===== config.mk =====
export PLATFORM = sky130hd
export DESIGN_NAME = duplex_bus_xcvr
export DESIGN_NICKNAME = d
export VERILOG_FILES = /design/src/rtl/xcvr_pkg.sv /design/src/rtl/xcvr_edge_sense.sv /design/src/rtl/xcvr_lane.sv /design/src/rtl/duplex_bus_xcvr.sv
export SDC_FILE = /design/constraint.sdc
export NUM_CORES = 1
export LEC_CHECK = 0
export ABC_AREA = 1
export BUFFER_PORTS_ARGS = -buffer_cell sky130_fd_sc_hd__buf_2
export CORE_MARGIN = 5
export CORE_UTILIZATION = 49
export CTS_CLUSTER_DIAMETER = 30
export DETAILED_ROUTE_END_ITERATION = 6
export PLACE_DENSITY = 0.8
export SYNTH_ARGS = -nofsm -noshare
export SYNTH_HDL_FRONTEND = slang
export SYNTH_SLANG_ARGS = --single-unit

===== constraint.sdc =====
create_clock -name clk -period 1.25 [get_ports clk]
set_input_delay 0.125 -clock clk [delete_from_list [all_inputs] [get_ports clk]]
set_output_delay 0.125 -clock clk [all_outputs]
set_load 0.1 [all_outputs]

===== src/rtl/xcvr_pkg.sv =====
package xcvr_pkg;

    parameter int unsigned XCVR_W = 18;
    localparam int unsigned XCVR_LANES = 2;

    typedef enum logic [1:0] {
        LOAD_HOLD = 2'd0,
        LOAD_FLOW = 2'd1,
        LOAD_EDGE = 2'd2
    } load_kind_e;

endpackage


===== src/rtl/xcvr_edge_sense.sv =====
module xcvr_edge_sense (
    input  logic clk,
    input  logic strobe,
    input  logic strobe_en_n,
    input  logic pass,
    output logic fire
);

    logic strobe_prev;

    // The previous sample is tracked in every cycle, reset included,
    // so a strobe that is already high when reset ends is not an edge.
    always_ff @(posedge clk) begin
        strobe_prev <= strobe;
    end

    assign fire = strobe & ~strobe_prev & ~strobe_en_n & ~pass;

endmodule


===== src/rtl/xcvr_lane.sv =====
module xcvr_lane
    import xcvr_pkg::*;
#(
    parameter int unsigned W = XCVR_W
) (
    input  logic         clk,
    input  logic         rst_n,
    input  logic [W-1:0] din,
    input  logic         pass,
    input  logic         strobe,
    input  logic         strobe_en_n,
    input  logic         drive_n,
    output logic [W-1:0] dout,
    output logic         oe
);

    logic         fire;
    load_kind_e   load_kind;
    logic [W-1:0] store_q;
    logic [W-1:0] store_d;

    xcvr_edge_sense u_edge (
        .clk         (clk),
        .strobe      (strobe),
        .strobe_en_n (strobe_en_n),
        .pass        (pass),
        .fire        (fire)
    );

    always_comb begin
        if (pass) begin
            load_kind = LOAD_FLOW;
        end else if (fire) begin
            load_kind = LOAD_EDGE;
        end else begin
            load_kind = LOAD_HOLD;
        end
    end

    always_comb begin
        unique case (load_kind)
            LOAD_FLOW: store_d = din;
            LOAD_EDGE: store_d = din;
            LOAD_HOLD: store_d = store_q;
            default:   store_d = store_q;
        endcase
    end

    always_ff @(posedge clk) begin
        if (!rst_n) begin
            store_q <= '0;
        end else begin
            store_q <= store_d;
        end
    end

    assign dout = pass ? din : store_q;
    assign oe   = rst_n & ~drive_n;

endmodule


===== src/rtl/duplex_bus_xcvr.sv =====
module duplex_bus_xcvr
    import xcvr_pkg::*;
#(
    parameter int unsigned W = XCVR_W
) (
    input  logic         clk,
    input  logic         rst_n,
    input  logic [W-1:0] a_in,
    output logic [W-1:0] a_out,
    output logic         a_oe,
    input  logic [W-1:0] b_in,
    output logic [W-1:0] b_out,
    output logic         b_oe,
    input  logic         ab_pass,
    input  logic         ab_strobe,
    input  logic         ab_strobe_en_n,
    input  logic         ab_drive_n,
    input  logic         ba_pass,
    input  logic         ba_strobe,
    input  logic         ba_strobe_en_n,
    input  logic         ba_drive_n
);

    localparam int unsigned N = XCVR_LANES;

    logic [N-1:0][W-1:0] lane_din;
    logic [N-1:0][W-1:0] lane_dout;
    logic [N-1:0]        lane_pass;
    logic [N-1:0]        lane_strobe;
    logic [N-1:0]        lane_strobe_en_n;
    logic [N-1:0]        lane_drive_n;
    logic [N-1:0]        lane_oe;

    // lane 0 carries A to B, lane 1 carries B to A
    assign lane_din[0]         = a_in;
    assign lane_din[1]         = b_in;
    assign lane_pass           = {ba_pass, ab_pass};
    assign lane_strobe         = {ba_strobe, ab_strobe};
    assign lane_strobe_en_n    = {ba_strobe_en_n, ab_strobe_en_n};
    assign lane_drive_n        = {ba_drive_n, ab_drive_n};

    for (genvar g = 0; g < N; g++) begin : g_lane
        xcvr_lane #(.W(W)) u_lane (
            .clk         (clk),
            .rst_n       (rst_n),
            .din         (lane_din[g]),
            .pass        (lane_pass[g]),
            .strobe      (lane_strobe[g]),
            .strobe_en_n (lane_strobe_en_n[g]),
            .drive_n     (lane_drive_n[g]),
            .dout        (lane_dout[g]),
            .oe          (lane_oe[g])
        );
    end

    assign b_out = lane_dout[0];
    assign b_oe  = lane_oe[0];
    assign a_out = lane_dout[1];
    assign a_oe  = lane_oe[1];

endmodule


==> results.yml <==
outcome:
  run_status: "complete, no violations"
worst_setup_path:
  cp-start-kind: "register"
  worstPathCellList: "inv_1, o21ai_2, buf_12"
  path_max_fanout: 2
  cp_slowest_cell: "dfxtp_1"
  slowest_delay_ns: 0.32
  crit_required_ns: 1.12
  end_kind: "primary output"
  critical_path_arrival_ns: 1.07
  cp_num_buf_inv: 2
  criticalPathCategory: "register to primary output"
  critPathTopFamily: "flip-flops"
sta:
  setup_viol: 0
  hold_slack_ns: 0.0708
  final.min_clock_period_ns: 1.20
  fmax_mhz: 835
  final.setup.worst_slack_ns: 0.0529
  tightest_slew_ns: 0.390
  finClkSkew_ns: 0.00395
  hold_viol_final: 0
  fin_crit_sh_pct: 95.8
  maxSlewHeadroom_pct: 74.0
  rsz0062_at_grt: "false"
  slew_viol_final: 0
  tns_ns: 0
finish:
  fin_util_pct: 81.6
  multi_input_area_sq_um: 1330
  final_common_cell: "nand2_1"
  layout_common_cells: "nand2_1, buf_2, nor2_1, buf_12"
  nets: 452
  seq_area_sq_um: 761
  area_growth_pct: 62.2
  fill_cells: 271
  antennaDiodeCount: 0
  layout-drive-gt1-share_pct: 41.0
grt:
  grt_start_max_net_pins: 37
  grt_first_pass_wirelength_um: 9850
  antenna_found_initial: 0
  grt_usage_pct: 19.7
  grt_pass1_vias: 2201
  grt_overflow: 0
cts:
  cts_buffers: 5
  root_buffer: "clkbuf_8"
  clock_latency_ns: 0.29
  cts-root-to-sink-buffers: 2
  cts_tree: "done"
  cts_sinks: 38
  clk_pin_slew_worst_paths_ns: 0.07
  htreeDepth: 2
floorplan:
  rows: 24
  core-area_sq_um: 4350
  die_area_sq_um: 5910
  die_y_um: 76.8
  dieWidth_um: 76.8
  num_io_pins: 84
  initial_utilization_pct: 50.3
yosys:
  syn_avg_cell_area_sq_um: 6.78
  ys_seq_elements: 38
  syn_nets: 369
  seq_area_frac_synth_pct: 34.7
  syn_area_sq_um: 2190
  synth_cell_types: 18
  synth_warnings: 0
  syn_inst: 323
placement:
  hpwl_um: 4200
  gp_congestion: 0.776
  dp_slack_ns: 0.0703
  port_buffers: 83
power:
  p_leak_nw: 1.72
  finalPower_mw: 4.13
  vdd_drop_max_mv: 0.870
  powerDensity_nw_per_um2: 1160
drt:
  ant_nets: 0
  drt_drc_violations_left: 0
  wl_per_cell_um: 13.5
  firstDrtPassIters: 4
  vias: 2357
  drt_wl_total_um: 6180
  drtIter0Drc: 162
  vias_per_cell: 5.14
worst_hold_path:
  hp-class: "input port to register"
job:
  max_cap_violations: 0
## repair_timing
item	in CTS	in global routing
hold buffers	2	0
hold endpoints to repair	2	0
resized for setup	0	2
setup buffers	0	5
endpoints found under the setup margin	0	22
## cell type report
cell class | instances | share of cell area (%)
repair buffers | 97 | 32.0
clock buffers | 7 | 2.43
well taps | 52 | 1.83
clock inverters | 1 | 0.141
inverters | 42 | 4.65
flip-flops and latches | 38 | 21.4
multi-input cells | 222 | 37.5
## power by group
group / total [mW] / internal, mW / switching (mW)
logic: 1.92 / 0.660 / 1.26
clock network: 0.881 / 0.445 / 0.436
registers: 1.33 / 1.30 / 0.0270
total: 4.13 / 2.41 / 1.73
## logic make-up after synthesis
kind of cell / Yosys count / synth area share [%]
simple gates: 154 / 34.0
buf+inv: 64 / 15.9
compound gates: 67 / 15.3
flops: 38 / 34.7
## sequential cells by signal (all words and copies together) (netlist names)
signal / flops
g_lane.u_lane.store_q: 36
g_lane.u_lane.u_edge.strobe_prev: 2
## worst register-to-register path, cell delays in order, from the launching register on
cell and delay (ns):
dfxtp_1 0.34, nand3b_4 0.30, a21oi_1 0.26, nor2_1 0.08
## metal layers
metal	part of all wire, %	vias up	global-route usage (%)
met3	7.0	13	4.68
met1	40	1082	24.0
li1	-	1183	-
met2	51	79	33.4
met4	1.8	0	7.34
met5	0	-	0
## synth_stat cells, drive strengths merged
| library cell | instances | area [sq um] |
|---|---|---|
| nand3b | 1 | 20.0 |
| clkbuf | 1 | 5.00 |
| buf | 21 | 179 |
| nand3 | 32 | 268 |
| o21ai | 36 | 180 |
| nand2 | 78 | 295 |
| a21oi | 31 | 155 |
| inv | 42 | 165 |
| nor2 | 43 | 161 |
| dfxtp | 38 | 761 |
## path summary, 6_finish.rpt
check	end	startpoint	cells after the start	slack (ns)
setup reg to reg	g_lane[0].u_lane.store_q[10]	g_lane[0].u_lane.u_edge.strobe_prev	3	0.16
hold / removal	g_lane[1].u_lane.store_q[2]	b_in[2]	3	0.07
setup / recovery	b_out[12]	g_lane[0].u_lane.store_q[12]	3	0.05
hold reg to reg	g_lane[1].u_lane.store_q[8]	g_lane[1].u_lane.store_q[8]	2	0.50
## metrics by stage
step | instances | instance area (sq um)
after CTS | 453 | 3490
after global placement | 443 | 3380
after floorplan | 323 | 2420
after global routing | 459 | 3550
final | 459 | 3550
after detailed placement | 443 | 3380
(Power assumes the default switching activity.)
